`config.mk`:
```
export PLATFORM = sky130hd
export DESIGN_NAME = bitrot_unit
export DESIGN_NICKNAME = d
export VERILOG_FILES = /design/src/rtl/bitrot_pkg.sv /design/src/rtl/bitrot_decode.sv /design/src/rtl/bitrot_datapath.sv /design/src/rtl/bitrot_flags.sv /design/src/rtl/bitrot_unit.sv
export SDC_FILE = /design/constraint.sdc
export NUM_CORES = 1
export LEC_CHECK = 0
export BUFFER_PORTS_ARGS = -buffer_cell sky130_fd_sc_hd__clkbuf_2
export CORE_MARGIN = 10
export CORE_UTILIZATION = 45
export CTS_CLUSTER_SIZE = 20
export DETAILED_ROUTE_END_ITERATION = 8
export PLACE_DENSITY = 0.78
export SYNTH_ARGS = -nofsm -noshare
export SYNTH_HDL_FRONTEND = slang
export SYNTH_HIERARCHICAL = 1
export SYNTH_SLANG_ARGS = --single-unit
```
`constraint.sdc`:
```
create_clock -name clk -period 4.5 [get_ports clk]
set_clock_uncertainty 0.1 [all_clocks]
set_input_delay 0.45 -clock clk [delete_from_list [all_inputs] [get_ports clk]]
set_output_delay 0.45 -clock clk [all_outputs]
set_load 0.01 [all_outputs]
```
`src/rtl/bitrot_pkg.sv`:
```
package bitrot_pkg;

   typedef enum logic [3:0] {
      K_NONE, K_SET, K_CLR, K_TMEM, K_TACC, K_ROT,
      K_CSET, K_CCLR, K_BSET, K_BCLR, K_NOP, K_HALT
   } kind_e;

   typedef enum logic [1:0] {
      G_ACC, G_Y, G_X
   } tgt_e;

   typedef struct packed {
      kind_e      kind;
      tgt_e       tgt;
      logic       left;
      logic [1:0] bsel;
   } dec_t;

   localparam int RF_ACC = 0;
   localparam int RF_X   = 1;
   localparam int RF_XA  = 2;
   localparam int RF_Y   = 3;
   localparam int RF_YA  = 4;
   localparam int RF_N   = 5;

endpackage

```
`src/rtl/bitrot_decode.sv`:
```
module bitrot_decode
   import bitrot_pkg::*;
#(
   parameter int OP_W    = 8,
   parameter bit HALT_EN = 1'b1
) (
   input  logic [OP_W-1:0] op,
   output dec_t            dec
);

   always_comb begin
      dec      = '0;
      dec.kind = K_NONE;
      dec.tgt  = G_ACC;
      dec.bsel = op[1:0];
      casez (op[7:0])
         8'b0011_00??: dec.kind = K_SET;
         8'b0011_01??: dec.kind = K_CLR;
         8'b0011_10??: dec.kind = K_TMEM;
         8'b0011_11??: dec.kind = K_TACC;
         8'h21: begin dec.kind = K_ROT; dec.tgt = G_ACC; dec.left = 1'b0; end
         8'h22: begin dec.kind = K_ROT; dec.tgt = G_ACC; dec.left = 1'b1; end
         8'h24: begin dec.kind = K_ROT; dec.tgt = G_Y;   dec.left = 1'b0; end
         8'h25: begin dec.kind = K_ROT; dec.tgt = G_Y;   dec.left = 1'b1; end
         8'h28: begin dec.kind = K_ROT; dec.tgt = G_X;   dec.left = 1'b0; end
         8'h29: begin dec.kind = K_ROT; dec.tgt = G_X;   dec.left = 1'b1; end
         8'h0C: dec.kind = K_CSET;
         8'h1C: dec.kind = K_CCLR;
         8'h10: dec.kind = K_BSET;
         8'h20: dec.kind = K_BCLR;
         8'h00: dec.kind = K_NOP;
         8'h07: dec.kind = HALT_EN ? K_HALT : K_NONE;
         default: dec.kind = K_NONE;
      endcase
   end

endmodule

```
`src/rtl/bitrot_datapath.sv`:
```
module bitrot_datapath
   import bitrot_pkg::*;
#(
   parameter int W = 4
) (
   input  logic          go,
   input  dec_t          dec,
   input  logic          carry,
   input  logic          bank,
   input  logic [W-1:0]  acc,
   input  logic [W-1:0]  x,
   input  logic [W-1:0]  xa,
   input  logic [W-1:0]  y,
   input  logic [W-1:0]  ya,
   input  logic [W-1:0]  mem_rd,
   output logic          mem_we,
   output logic [W-1:0]  mem_wd,
   output logic [RF_N-1:0] rf_we,
   output logic [W-1:0]  rf_wd,
   output logic          cout,
   output logic          tst_bit
);

   logic [W-1:0] src;
   logic [W-1:0] mask;
   logic [W-1:0] rot_r;
   logic [W-1:0] rot_l;

   genvar gi;
   generate
      for (gi = 0; gi < W; gi++) begin : g_mask
         assign mask[gi] = (dec.bsel == gi[1:0]);
      end
      for (gi = 0; gi < W - 1; gi++) begin : g_rot
         assign rot_r[gi]     = src[gi+1];
         assign rot_l[gi+1]   = src[gi];
      end
   endgenerate
   assign rot_r[W-1] = carry;
   assign rot_l[0]   = carry;

   always_comb begin
      unique case (dec.tgt)
         G_Y:     src = bank ? ya : y;
         G_X:     src = bank ? xa : x;
         default: src = acc;
      endcase
   end

   assign cout    = dec.left ? src[W-1] : src[0];
   assign tst_bit = (dec.kind == K_TMEM) ? |(mem_rd & mask) : |(acc & mask);

   always_comb begin
      rf_we = '0;
      rf_wd = dec.left ? rot_l : rot_r;
      if (go && dec.kind == K_ROT) begin
         unique case (dec.tgt)
            G_Y:     rf_we[bank ? RF_YA : RF_Y] = 1'b1;
            G_X:     rf_we[bank ? RF_XA : RF_X] = 1'b1;
            default: rf_we[RF_ACC] = 1'b1;
         endcase
      end
   end

   assign mem_we = go && (dec.kind == K_SET || dec.kind == K_CLR);
   assign mem_wd = (dec.kind == K_SET) ? (mem_rd | mask) : (mem_rd & ~mask);

endmodule

```
`src/rtl/bitrot_flags.sv`:
```
module bitrot_flags
   import bitrot_pkg::*;
#(
   parameter bit HALT_EN = 1'b1
) (
   input  logic clk,
   input  logic rst_n,
   input  logic go,
   input  logic wake,
   input  dec_t dec,
   input  logic cout,
   input  logic tst_bit,
   output logic carry,
   output logic status,
   output logic bank,
   output logic halted
);

   always_ff @(posedge clk or negedge rst_n) begin
      if (!rst_n) begin
         carry  <= 1'b0;
         status <= 1'b0;
         bank   <= 1'b0;
      end else if (go) begin
         unique case (dec.kind)
            K_SET, K_CLR:   status <= 1'b1;
            K_TMEM, K_TACC: status <= tst_bit;
            K_ROT:  begin carry <= cout; status <= cout; end
            K_CSET: begin carry <= 1'b1; status <= 1'b1; end
            K_CCLR: begin carry <= 1'b0; status <= 1'b1; end
            K_BSET: begin bank  <= 1'b1; status <= 1'b1; end
            K_BCLR: begin bank  <= 1'b0; status <= 1'b1; end
            K_NOP, K_HALT:  status <= 1'b1;
            default: ;
         endcase
      end
   end

   generate
      if (HALT_EN) begin : g_halt
         always_ff @(posedge clk or negedge rst_n) begin
            if (!rst_n)
               halted <= 1'b0;
            else if (halted && wake)
               halted <= 1'b0;
            else if (go && dec.kind == K_HALT)
               halted <= 1'b1;
         end
      end else begin : g_nohalt
         assign halted = 1'b0;
      end
   endgenerate

endmodule

```
`src/rtl/bitrot_unit.sv`:
```
module bitrot_unit
   import bitrot_pkg::*;
#(
   parameter int W       = 4,
   parameter int OP_W    = 8,
   parameter bit HALT_EN = 1'b1
) (
   input  logic              clk,
   input  logic              rst_n,
   input  logic              op_valid,
   input  logic [OP_W-1:0]   op_code,
   input  logic              wake,
   input  logic [W-1:0]      acc_i,
   input  logic [W-1:0]      x_i,
   input  logic [W-1:0]      xa_i,
   input  logic [W-1:0]      y_i,
   input  logic [W-1:0]      ya_i,
   input  logic [W-1:0]      mem_rd_i,
   output logic              mem_we_o,
   output logic [W-1:0]      mem_wd_o,
   output logic [RF_N-1:0]   rf_we_o,
   output logic [W-1:0]      rf_wd_o,
   output logic              carry_o,
   output logic              status_o,
   output logic              bank_o,
   output logic              halted_o
);

   localparam int BIT_IDX_W = $clog2(W);

   generate
      if (W != 4 || BIT_IDX_W != 2) begin : g_bad_w
         $error("bitrot_unit: W must be 4, the bit field is opcode[1:0]");
      end
      if (OP_W != 8) begin : g_bad_op
         $error("bitrot_unit: OP_W must be 8");
      end
   endgenerate

   dec_t dec;
   logic go;
   logic cout;
   logic tst_bit;

   assign go = op_valid && !halted_o;

   bitrot_decode #(.OP_W(OP_W), .HALT_EN(HALT_EN)) u_dec (
      .op  (op_code),
      .dec (dec)
   );

   bitrot_datapath #(.W(W)) u_dp (
      .go      (go),
      .dec     (dec),
      .carry   (carry_o),
      .bank    (bank_o),
      .acc     (acc_i),
      .x       (x_i),
      .xa      (xa_i),
      .y       (y_i),
      .ya      (ya_i),
      .mem_rd  (mem_rd_i),
      .mem_we  (mem_we_o),
      .mem_wd  (mem_wd_o),
      .rf_we   (rf_we_o),
      .rf_wd   (rf_wd_o),
      .cout    (cout),
      .tst_bit (tst_bit)
   );

   bitrot_flags #(.HALT_EN(HALT_EN)) u_flags (
      .clk     (clk),
      .rst_n   (rst_n),
      .go      (go),
      .wake    (wake),
      .dec     (dec),
      .cout    (cout),
      .tst_bit (tst_bit),
      .carry   (carry_o),
      .status  (status_o),
      .bank    (bank_o),
      .halted  (halted_o)
   );

endmodule

```
-- After elaboration in Yosys (flattened, before gate mapping)
Cells that the tools add are included.
- flip-flop bits (word level): 4
- latch bits: 0
- memory bits (writable): 0
- memory bits (read-only): 0
- bits of input ports: 36
- output and inout bits: 18
- memories: 0
- add/subtract/negate cells: 0
- multipliers: 0
- divide/modulo/power cells: 0
- $lt $le $gt $ge: 4
- equal/unequal tests: 31
- shifts and indexed selects: 0
- multiplexer cells: 23
- bitwise logic cells: 5
- reductions and logical operators: 23
- operators by type and width (kind ; count):
    $ge 32x1->1 const B ; 2
    $lt 32x5->1 const B ; 2
    $eq 8x6->1 const B ; 7
    $pmux 4 s11 ; 1
    $eq 6x4->1 const B ; 4
    $eq 4x3->1 const B ; 4
    $eq 4x4->1 const B ; 4
    $eq 8x5->1 const B ; 2
    $mux 4 ; 4
    $pmux 4 s2 ; 2
    $pmux 3 s5 ; 1
    $and 4x4->4 ; 3
    $eq 4x2->1 const B ; 2
    $eq 8x3->1 const B ; 1
    $eq 8x4->1 const B ; 1
    $logic_not 8->1 ; 1
    $reduce_or 4->1 ; 2
    $reduce_or 8->1 ; 1
    $logic_and 1x1->1 ; 7
    $demux 1 s3 ; 2
    $eq 2x2->1 const B ; 3
    $mux 1 ; 6
    $pmux 1 s3 ; 2
    $reduce_and 2->1 ; 3
    15 further kinds ; 19

-- Longest topological paths before layout
Gate-level depths: netlist of the first run.
- depth after elaboration: 7
- mapped depth: 12
- mapped depth without buffers: 10

-- Modules after synthesis
Netlist of the first run, hierarchy kept.
- by module, submodules not included (module ; instances ; cells each ; area each (um^2)):
    bitrot_datapath ; 1 ; 66 ; 545.5
    bitrot_decode ; 1 ; 45 ; 329.1
    bitrot_flags ; 1 ; 23 ; 232.7
    bitrot_unit ; 1 ; 1 ; 13.8

-- Worst setup path before layout of the first run
Ideal clock, no wire load.
- path kind: input port to flip-flop
- start: input op_code[5]
- end: register u_flags.status
- arrival: 2.654 ns
- data required time: 4.327 ns
- slack: 1.673 ns
- stages on the path: 10
- path buffers: 2
- cells stage by stage: buf_4 > nor4b_4 > nor4b_2 > ha_1 > clkbuf_1 > or2_2 > o221ai_1 > and4bb_1 > a211o_1 > a21oi_2
- RTL lines (item ; RTL line ; text):
    start, declared ; bitrot_unit.sv:11 ; input logic [OP_W-1:0] op_code,
    end signal, assigned ; bitrot_flags.sv:27 ; K_TMEM, K_TACC: status <= tst_bit;
    end signal, assigned ; bitrot_flags.sv:28 ; K_ROT: begin carry <= cout; status <= cout; end
    end, declared ; bitrot_flags.sv:14 ; output logic status,

==> flow_metrics.py, run 1 <==
metrics = {
    "run_status": {
        "run_status": "complete, no violations",
    },
    "sta": {
        "drv_slew": 0,
        "finalSetupTns_ns": 0,
        "final_hold_viol_count": 0,
        "min_period_over_period_pct": 75.3,
        "actual_transition_at_the_worst_max_transition_pin_ns": 0.828,
        "postLayoutSetupSlackWorst_ns": 1.11,
        "setup_viol": 0,
        "finalCriticalPeriod_ns": 3.39,
        "max_clock_freq_mhz": 295,
        "timing.max_slew.rel_slack_pct": 44.5,
        "rsz0062_at_grt": "false",
    },
    "floorplan": {
        "die_height_microns": 69.9,
        "rows": 18,
        "core_area_sq_um": 2430,
        "die_area_sq_um": 4890,
        "start_util_pct": 46.1,
        "fp.dieW_microns": 69.9,
        "ios": 54,
    },
    "yosys": {
        "synth_xor_xnor_area_share_pct": 0.781,
        "synth_simple_gate_area_share_pct": 35.6,
        "synth_top_cell_by_area": "sky130_fd_sc_hd__mux2_2",
        "synth_top_family_by_area": "simple AND/OR/NAND/NOR gates",
        "netlist_area_sq_um": 1120,
        "synth.area.mux_share_pct": 21.3,
        "synth.area.top_cells": "sky130_fd_sc_hd__mux2_2 (15%), sky130_fd_sc_hd__dfrtp_1 (8.9%), sky130_fd_sc_hd__mux4_2 (4.0%)",
        "ys_ff_latch": 4,
        "synth_fa_ha_area_share_pct": 2.23,
        "post_syn_area_per_cell_sq_um": 8.30,
        "syn-instance-count": 135,
        "synth_largest_type_area_fraction_pct": 15.1,
        "post_synth_num_cell_types": 52,
        "yosysSeqAreaShare_pct": 8.93,
        "post_synthesis_compound_gate_area_fraction_pct": 22.8,
        "syn_nets": 173,
        "yosys_warnings": 6,
    },
    "clocking": {
        "clock_sinks": 4,
        "cts_tree": "built",
        "worst_skew_pair.late_latency_ns": 0.23,
        "cts_post_setup_buffers_inserted": 0,
        "cts_root_buffer": "sky130_fd_sc_hd__clkbuf_4",
        "post_cts_resized": 0,
        "clock_path_buffers": 2,
        "postCtsHoldBufs": 1,
        "cts-htree-levels": 1,
        "clk_pin_slew_worst_paths_ns": 0.03,
        "numCtsBuffers": 3,
    },
    "power_and_ir_drop": {
        "cellLeakagePower_nw": 0.610,
        "power_density_nw_per_um2": 155,
        "power_mw": 0.216,
        "worst_ir_drop_vdd_uv": 105,
    },
    "place": {
        "dp.final_hpwl_mm": 2.66,
        "port_buffers": 53,
        "placedInstanceArea_sq_um": 1360,
        "gp_congestion": 0.911,
        "setup_slack_after_placement_ns": 1.11,
    },
    "critical_path": {
        "start_kind": "input pin",
        "crit_path_cell_trace": "clkbuf_2, nor4bb_1, o21ai_0, a31oi_1, nor4b_1, mux2_2, clkbuf_2",
        "critPathMaxFanout": 19,
        "cp_common_cell": "sky130_fd_sc_hd__clkbuf_2",
        "cpPeakStageDelay_ns": 0.66,
        "kind_of_critical_path": "in -> out",
        "crit_slowest_cell": "sky130_fd_sc_hd__nor4b_1",
        "crit_buf_inv": 2,
        "crit_required_ns": 3.95,
        "worst_path_dominant_cell_family": "simple AND/OR/NAND/NOR gates",
        "timing.critical_path.arrival_ns": 2.84,
        "end_kind": "primary output",
    },
    "cells_and_area": {
        "ff_latch_area_sq_um": 100,
        "layout.core_utilization_pct": 57.1,
        "multi_input_comb_area_sq_um": 927,
        "commonest_cells_after_routing_fill_and_taps_aside": "sky130_fd_sc_hd__clkbuf_2 (53), sky130_fd_sc_hd__mux2_2 (15), sky130_fd_sc_hd__nand2_1 (9)",
        "final_layout_size_suffix_gt1_share_pct": 45.6,
        "antenna_cells_inserted": 0,
        "design_area_sq_um": 1390,
        "final_common_cell": "sky130_fd_sc_hd__clkbuf_2",
        "final_nets": 222,
        "final.fill_count": 233,
        "flow.area_growth_from_synthesis_pct": 23.9,
    },
    "detailed_routing": {
        "detailed_router_s_first_iteration_violation_count": 74,
        "drt_first_pass_iters": 4,
        "postRouteAntennaNets": 0,
        "remaining_drc_errors": 0,
        "dr_total_vias": 1214,
        "post_drt_wl_per_cell_microns": 15.0,
        "wl_mm": 3.19,
        "dr_vias_cell": 5.73,
    },
    "min_path": {
        "min-delay-path-class": "in -> reg",
    },
    "flow_run": {
        "drv.max_cap_violation_count": 0,
    },
    "global_routing": {
        "grt_pass1_vias": 1213,
        "global_route_wire_length_before_repair_mm": 5.34,
        "grt_usage_pct": 12.3,
        "antenna_found_initial": 0,
        "globalRoute.totalOverflow": 0,
        "grt_max_degree": 20,
    },
}
-- kinds of logic (layout without fill, tap and decap cells) --
kind of cell / count (synthesis) / in the layout
compound gates: 34 / 34
xor+xnor: 1 / 1
fa+ha+maj: 2 / 2
buf+inv: 17 / 64
flops: 4 / 4
mux: 19 / 19
simple gates: 58 / 58
-- metrics by stage --
step | hold WS (ns) | cells
after floorplan | 0.0544 | 135
after global placement | 0.156 | 208
after detailed placement | 0.160 | 208
after CTS | 0.313 | 212
after global routing | 0.311 | 212
final | 0.322 | 212
-- metal layers --
metal	GRT usage, %	up-vias	part of all wire [%]
li1	-	622	-
met1	13.8	553	43
met2	21.6	37	49
met3	3.53	2	7.5
met4	3.95	0	0.28
met5	0	-	0
-- synth_stat cells, drive strengths merged --
master	n
a211o	1
a211oi	2
a21oi	3
a221oi	3
a222oi	1
a22oi	4
a31oi	3
and2	1
and3	5
and3b	2
and4	1
and4bb	3
buf	8
clkbuf	2
dfrtp	4
ha	2
inv	7
mux2	16
mux2i	1
mux4	2
nand2	9
nand2b	1
nand3	2
nand3b	3
nor2	8
nor2b	7
nor3	3
nor3b	2
nor4b	3
nor4bb	3
o2111ai	1
o211ai	1
o21a	2
o21ai	4
o221ai	3
o22ai	3
o31ai	2
o41a	1
or2	2
or2b	1
or3	1
or3b	1
xor2	1
-- where the power goes --
part	switching, mW	total (mW)	internal, mW
clock network	0.0129	0.0426	0.0297
registers	0.0124	0.0550	0.0426
logic	0.0567	0.118	0.0614
-- state kept, by name, indices dropped and copies added, names as in the netlist --
signal          cells
u_flags/bank        1
u_flags/carry       1
u_flags/halted      1
u_flags/status      1
-- cell type report --
cell class	count	area share [%]
Tap cell	30	2.70
Multi-Input combinational cell	114	66.8
Sequential cell	4	7.21
Timing Repair Buffer	54	19.8
Inverter	7	1.89
Clock buffer	3	1.62
-- worst paths after layout --
| kind | from | to | slack (ns) | depth (start not counted) |
|---|---|---|---|---|
| setup / recovery | op_code[1] | mem_wd_o[3] | 1.11 | 7 |
| hold / removal | wake | u_flags/halted | 0.32 | 2 |
| setup reg to reg | u_flags/bank | u_flags/status | 2.38 | 6 |
| hold reg to reg | u_flags/status | u_flags/status | 0.47 | 2 |
| max in group asynchronous | rst_n | u_flags/status | 3.72 | 2 |
| min in group asynchronous | rst_n | u_flags/carry | 0.46 | 2 |
Power figures use the tool's default switching activity.
==> inputs of run 2 (changes only) <==
--- a/config.mk
+++ b/config.mk
@@ -7,10 +7,10 @@
 export LEC_CHECK = 0
 export BUFFER_PORTS_ARGS = -buffer_cell sky130_fd_sc_hd__clkbuf_2
 export CORE_MARGIN = 10
-export CORE_UTILIZATION = 45
+export CORE_UTILIZATION = 42
 export CTS_CLUSTER_SIZE = 20
 export DETAILED_ROUTE_END_ITERATION = 8
-export PLACE_DENSITY = 0.78
+export PLACE_DENSITY = 0.77
 export SYNTH_ARGS = -nofsm -noshare
 export SYNTH_HDL_FRONTEND = slang
 export SYNTH_HIERARCHICAL = 1
==> constraint.sdc (replaced) <==
create_clock -name clk -period 3.1 [get_ports clk]
set_clock_uncertainty 0.1 [all_clocks]
set_input_delay 0.31 -clock clk [delete_from_list [all_inputs] [get_ports clk]]
set_output_delay 0.31 -clock clk [all_outputs]
set_load 0.01 [all_outputs]
==> run 2 against run 1 <==
Count of clock-buffer cells in the layout unchanged. First-iteration DRC count decreased by 24%. Clock power increased by 57%. Sequential power increased by 48%. Critical path type unchanged. Critical endpoint is now rf_wd_o[1].
==> flow_metrics.py, run 2 (synthesized netlist as in run 1, its figures left out) <==
metrics = {
    "run_status": {
        "run_status": "complete, no violations",
    },
    "power_and_ir_drop": {
        "cell_internal_pwr_mw": 0.198,
        "cellLeakagePower_nw": 0.636,
        "proportion_of_power_drawn_by_flip_flops_and_latches_pct": 25.1,
        "share_of_power_burned_in_the_clock_network_pct": 20.7,
        "netSwitchingFraction_pct": 38.8,
        "worst_ir_drop_vdd_uv": 270,
        "comb_power_share_pct": 54.3,
        "power_density_nw_per_um2": 227,
        "power_switching_mw": 0.126,
    },
    "clocking": {
        "post_cts_resized": 0,
        "numCtsBuffers": 3,
        "cts_post_setup_buffers_inserted": 0,
        "cts-htree-levels": 1,
        "clock_sinks": 4,
        "clock_path_buffers": 2,
        "cts_tree": "built",
        "cts_root_buffer": "sky130_fd_sc_hd__clkbuf_4",
        "worst_skew_pair.late_latency_ns": 0.24,
        "clk_pin_slew_worst_paths_ns": 0.04,
    },
    "place": {
        "port_buffers": 53,
        "gp_congestion": 0.908,
        "dp.final_hpwl_mm": 2.81,
        "place_inst": 213,
    },
    "critical_path": {
        "ff_to_ff_start": "u_flags/bank",
        "worst_setup_path_endpoint": "rf_wd_o[1]",
        "start_kind": "input pin",
        "kind_of_critical_path": "in -> out",
        "r2r_cells": 6,
        "crit_required_ns": 2.69,
        "worstReg2RegEnd": "u_flags/status",
        "timing.critical_path.arrival_ns": 2.51,
        "timing.reg2reg.setup_slack_ns": 0.96,
        "worst_setup_path_startpoint": "op_code[4]",
        "end_kind": "primary output",
        "critPathMaxFanout": 12,
    },
    "sta": {
        "timing.max_slew.rel_slack_pct": 58.8,
        "setup_viol": 0,
        "final_hold_viol_count": 0,
        "rsz0062_at_grt": "false",
        "timing.hold.ws_ns": 0.182,
        "actual_transition_at_the_worst_max_transition_pin_ns": 0.610,
        "finalSetupTns_ns": 0,
        "finalCriticalPeriod_ns": 2.92,
        "max_clock_freq_mhz": 343,
        "min_period_over_period_pct": 94.2,
        "drv_slew": 0,
    },
    "cells_and_area": {
        "final_layout_size_suffix_gt1_share_pct": 47.1,
        "final_common_cell": "sky130_fd_sc_hd__clkbuf_2",
        "layout.cells.non_filler": 217,
        "flow.area_growth_from_synthesis_pct": 27.2,
        "final_nets": 227,
        "antenna_cells_inserted": 0,
        "layout.core_utilization_pct": 56.5,
        "commonest_cells_after_routing_fill_and_taps_aside": "sky130_fd_sc_hd__clkbuf_2 (53), sky130_fd_sc_hd__mux2_2 (15), sky130_fd_sc_hd__nand2_1 (9)",
    },
    "detailed_routing": {
        "post_drt_wl_per_cell_microns": 15.7,
        "detailed_router_s_first_iteration_violation_count": 56,
        "dr_vias_cell": 5.88,
        "drt_first_pass_iters": 4,
        "dr_total_vias": 1277,
        "remaining_drc_errors": 0,
        "wl_mm": 3.41,
        "postRouteAntennaNets": 0,
    },
    "global_routing": {
        "global_route_wire_length_before_repair_mm": 5.51,
        "grt_pass1_vias": 1234,
        "grt_usage_pct": 12.3,
        "antenna_found_initial": 0,
        "grt_max_degree": 18,
        "globalRoute.totalOverflow": 0,
    },
    "floorplan": {
        "core_area_sq_um": 2520,
        "rows": 18,
        "die_height_microns": 71.7,
        "fp.dieW_microns": 71.7,
        "ios": 54,
        "start_util_pct": 44.4,
        "die_area_sq_um": 5140,
    },
    "flow_run": {
        "drv.max_cap_violation_count": 0,
    },
    "min_path": {
        "min-delay-path-class": "in -> reg",
    },
}
## run 2: changes by cell type in the layout (fill, tap and decap cells not counted), sizes merged
cell  before  now
buf        0    5
## run 2: stage by stage
stage               setup slack (ns)  instance area, sq um  power [mW]
finish                         0.181                  1430       0.324
global route                   0.102                  1430       0.347
CTS                            0.216                  1430       0.326
detailed placement             0.173                  1390       0.256
global placement               0.260                  1390       0.252
floorplan                      0.413                  1120       0.193
## run 2: critical path, cell delays in order
cell	delay, ns
sky130_fd_sc_hd__clkbuf_2	0.16
sky130_fd_sc_hd__nor4b_4	0.38
sky130_fd_sc_hd__and3_1	0.23
sky130_fd_sc_hd__inv_1	0.05
sky130_fd_sc_hd__ha_1	0.45
sky130_fd_sc_hd__and3b_1	0.24
sky130_fd_sc_hd__a222oi_1	0.34
sky130_fd_sc_hd__o221ai_1	0.18
sky130_fd_sc_hd__clkbuf_2	0.16
## run 2: power by group through the flow
stage                     Sequential, mW  Clock, mW  Combinational [mW]
after floorplan                   0.0761          0               0.117
after global placement            0.0803          0               0.172
after detailed placement          0.0816          0               0.175
after CTS                         0.0808     0.0684               0.177
after global routing              0.0828     0.0696               0.194
final                             0.0812     0.0669               0.176
## run 2: what timing repair did
item,CTS,global route
hold endpoints to repair,4,0
setup endpoints to repair,0,0
hold buffers,1,0
## run 2: worst min-delay path by stage
| stage | startpoint | to | slack, ns | cells after the start |
|---|---|---|---|---|
| 2_1_floorplan | rst_n | u_flags/bank | -0.09 | 0 |
| 4_1_cts | wake | u_flags/halted | 0.18 | 2 |
| 3_5_place_dp | rst_n | u_flags/bank | 0.02 | 1 |
| 5_1_grt | wake | u_flags/halted | 0.19 | 2 |
| 6_report | wake | u_flags/halted | 0.18 | 2 |
| 3_3_place_gp | rst_n | u_flags/halted | 0.02 | 1 |
## run 2: cell type report
class                   instances  area (sq um)
flip-flops and latches          4           100
inverters                       7          26.3
repair buffers                 59           313
fillers                       252          1100
clock buffers                   3          22.5
well taps                      30          37.5
multi-input cells             114           927
## run 2: routing by layer
layer	vias to the layer above	part of all wire, %	track usage [%]
met5	-	0	0
met4	0	1.4	4.95
met3	6	6.9	2.62
met2	58	51	21.1
met1	580	41	14.4
li1	633	-	-
==> inputs of run 3 (changes only) <==
--- a/config.mk
+++ b/config.mk
@@ -11,6 +11,7 @@
 export CTS_CLUSTER_SIZE = 20
 export DETAILED_ROUTE_END_ITERATION = 8
 export PLACE_DENSITY = 0.77
+export RECOVER_POWER = 100
 export SYNTH_ARGS = -nofsm -noshare
 export SYNTH_HDL_FRONTEND = slang
 export SYNTH_HIERARCHICAL = 1
==> run 3 against run 2 <==
Power shrank 2.2%. Critical path depth shrank 1. Fmax shrank 0.35%. Worst hold slack is essentially flat. Highest routed layer unchanged. Largest power group unchanged. Register-to-register slack is essentially flat. Core utilization shrank 1.1 points. First-iteration DRC count shrank 18%. Via count grew 0.31%. Final cell count is the same. Wire length grew 0.53%.
==> flow_metrics.py, run 3 (synthesized netlist as in run 1, its figures left out) <==
metrics = {
    "clocking": {
        "numCtsBuffers": 3,
        "cts_post_setup_buffers_inserted": 0,
        "clk_pin_slew_worst_paths_ns": 0.04,
        "clock_path_buffers": 2,
        "post_cts_resized": 0,
        "cts_tree": "built",
        "clock_sinks": 4,
        "cts_root_buffer": "sky130_fd_sc_hd__clkbuf_4",
        "cts-htree-levels": 1,
        "worst_skew_pair.late_latency_ns": 0.23,
    },
    "sta": {
        "finalSetupTns_ns": 0,
        "drv_slew": 0,
        "finalCriticalPeriod_ns": 2.93,
        "min_period_over_period_pct": 94.5,
        "final_hold_viol_count": 0,
        "rsz0062_at_grt": "false",
        "setup_viol": 0,
        "actual_transition_at_the_worst_max_transition_pin_ns": 0.615,
        "timing.max_slew.rel_slack_pct": 58.4,
        "max_clock_freq_mhz": 341,
    },
    "cells_and_area": {
        "final_nets": 227,
        "commonest_cells_after_routing_fill_and_taps_aside": "sky130_fd_sc_hd__clkbuf_2 (38), sky130_fd_sc_hd__clkbuf_1 (16), sky130_fd_sc_hd__mux2_2 (14)",
        "final_common_cell": "sky130_fd_sc_hd__clkbuf_2",
        "flow.area_growth_from_synthesis_pct": 24.7,
        "antenna_cells_inserted": 0,
        "design_area_sq_um": 1400,
        "layout.cells.non_filler": 217,
        "final.fill_count": 265,
        "final_layout_size_suffix_gt1_share_pct": 37.4,
    },
    "power_and_ir_drop": {
        "share_of_power_burned_in_the_clock_network_pct": 20.7,
        "cell_internal_pwr_mw": 0.193,
        "proportion_of_power_drawn_by_flip_flops_and_latches_pct": 25.5,
        "comb_power_share_pct": 53.7,
        "worst_ir_drop_vdd_uv": 270,
        "cellLeakagePower_nw": 0.584,
        "power_density_nw_per_um2": 227,
        "power_switching_mw": 0.124,
        "netSwitchingFraction_pct": 39.2,
    },
    "detailed_routing": {
        "drt_first_pass_iters": 4,
        "postRouteAntennaNets": 0,
        "post_drt_wl_per_cell_microns": 15.8,
        "wl_mm": 3.43,
        "remaining_drc_errors": 0,
        "detailed_router_s_first_iteration_violation_count": 46,
        "dr_total_vias": 1281,
        "dr_vias_cell": 5.90,
    },
    "flow_run": {
        "drv.max_cap_violation_count": 0,
    },
    "critical_path": {
        "kind_of_critical_path": "in -> out",
        "timing.critical_path.arrival_ns": 2.52,
        "critPathMaxFanout": 12,
        "r2r_cells": 6,
        "ff_to_ff_start": "u_flags/bank",
        "start_kind": "input pin",
        "timing.reg2reg.setup_slack_ns": 0.97,
        "worstReg2RegEnd": "u_flags/status",
        "crit_required_ns": 2.69,
        "end_kind": "primary output",
    },
    "min_path": {
        "worst_hold_path.endpoint": "u_flags/halted",
        "timing.hold.worst.start": "wake",
        "hold-path-cell-count": 2,
        "min-delay-path-class": "in -> reg",
    },
    "floorplan": {
        "rows": 18,
        "ios": 54,
        "fp.dieW_microns": 71.7,
        "die_area_sq_um": 5140,
        "core_area_sq_um": 2520,
        "die_height_microns": 71.7,
        "start_util_pct": 44.4,
    },
    "global_routing": {
        "grt_usage_pct": 12.3,
        "antenna_found_initial": 0,
        "grt_max_degree": 18,
        "globalRoute.totalOverflow": 0,
        "grt_pass1_vias": 1234,
        "global_route_wire_length_before_repair_mm": 5.51,
    },
    "place": {
        "placedInstanceArea_sq_um": 1390,
        "port_buffers": 53,
        "place_inst": 213,
        "dp.final_hpwl_mm": 2.81,
        "gp_congestion": 0.908,
    },
    "run_status": {
        "run_status": "complete, no violations",
    },
}
run 3: power groups by stage:
| stage | Sequential, mW | Clock, mW | Combinational, mW |
|---|---|---|---|
| global route | 0.0831 | 0.0696 | 0.188 |
| detailed placement | 0.0816 | 0 | 0.175 |
| CTS | 0.0808 | 0.0684 | 0.177 |
| floorplan | 0.0761 | 0 | 0.117 |
| finish | 0.0809 | 0.0657 | 0.170 |
| global placement | 0.0803 | 0 | 0.172 |
run 3: critical path: stages:
cell and delay, ns:
sky130_fd_sc_hd__clkbuf_2 0.16, sky130_fd_sc_hd__nor4b_4 0.38, sky130_fd_sc_hd__nor4b_1 0.37, sky130_fd_sc_hd__ha_1 0.36
sky130_fd_sc_hd__and3b_1 0.24, sky130_fd_sc_hd__a222oi_1 0.35, sky130_fd_sc_hd__o221ai_1 0.18, sky130_fd_sc_hd__clkbuf_1 0.16
run 3: timing repair:
item,CTS,global route
hold endpoints to repair,4,0
endpoints found under the setup margin,0,0
hold buffers,1,0
run 3: metal layers:
layer  GRT usage (%)  routed length, microns  up-vias
li1                -                       -      632
met1            14.4                    1430      598
met2            21.1                    1740       45
met3            2.62                     206        6
met4            4.95                      48        0
met5               0                       0        -
run 3: stage by stage:
| step | utilization, % | setup slack, ns | power, mW | hold slack, ns |
|---|---|---|---|---|
| 2_1_floorplan | - | 0.413 | 0.193 | -0.0856 |
| 3_3_place_gp | 55.3 | 0.260 | 0.252 | 0.0167 |
| 3_5_place_dp | 55.3 | 0.173 | 0.256 | 0.0196 |
| 4_1_cts | 56.5 | 0.216 | 0.326 | 0.182 |
| 5_1_grt | 55.4 | 0.0777 | 0.341 | 0.194 |
| 6_report | 55.4 | 0.171 | 0.317 | 0.181 |
run 3: area by class of cell:
cell class | count | area (sq um) | share of cell area [%]
Sequential cell | 4 | 100 | 7.16
Tap cell | 30 | 37.5 | 2.69
Timing Repair Buffer | 59 | 290 | 20.8
Clock buffer | 3 | 22.5 | 1.61
Multi-Input combinational cell | 114 | 921 | 65.9
Inverter | 7 | 26.3 | 1.88
run 3: worst max path at each step:
stage                    start              to  slack (ns)  cells after the start
floorplan           op_code[5]  u_flags/status        0.41                     10
global placement    op_code[1]      rf_wd_o[1]        0.26                      8
detailed placement  op_code[4]  u_flags/status        0.17                     10
CTS                 op_code[4]      rf_wd_o[1]        0.22                      9
global route        op_code[1]     mem_wd_o[0]        0.08                      8
finish              op_code[4]      rf_wd_o[1]        0.17                      8
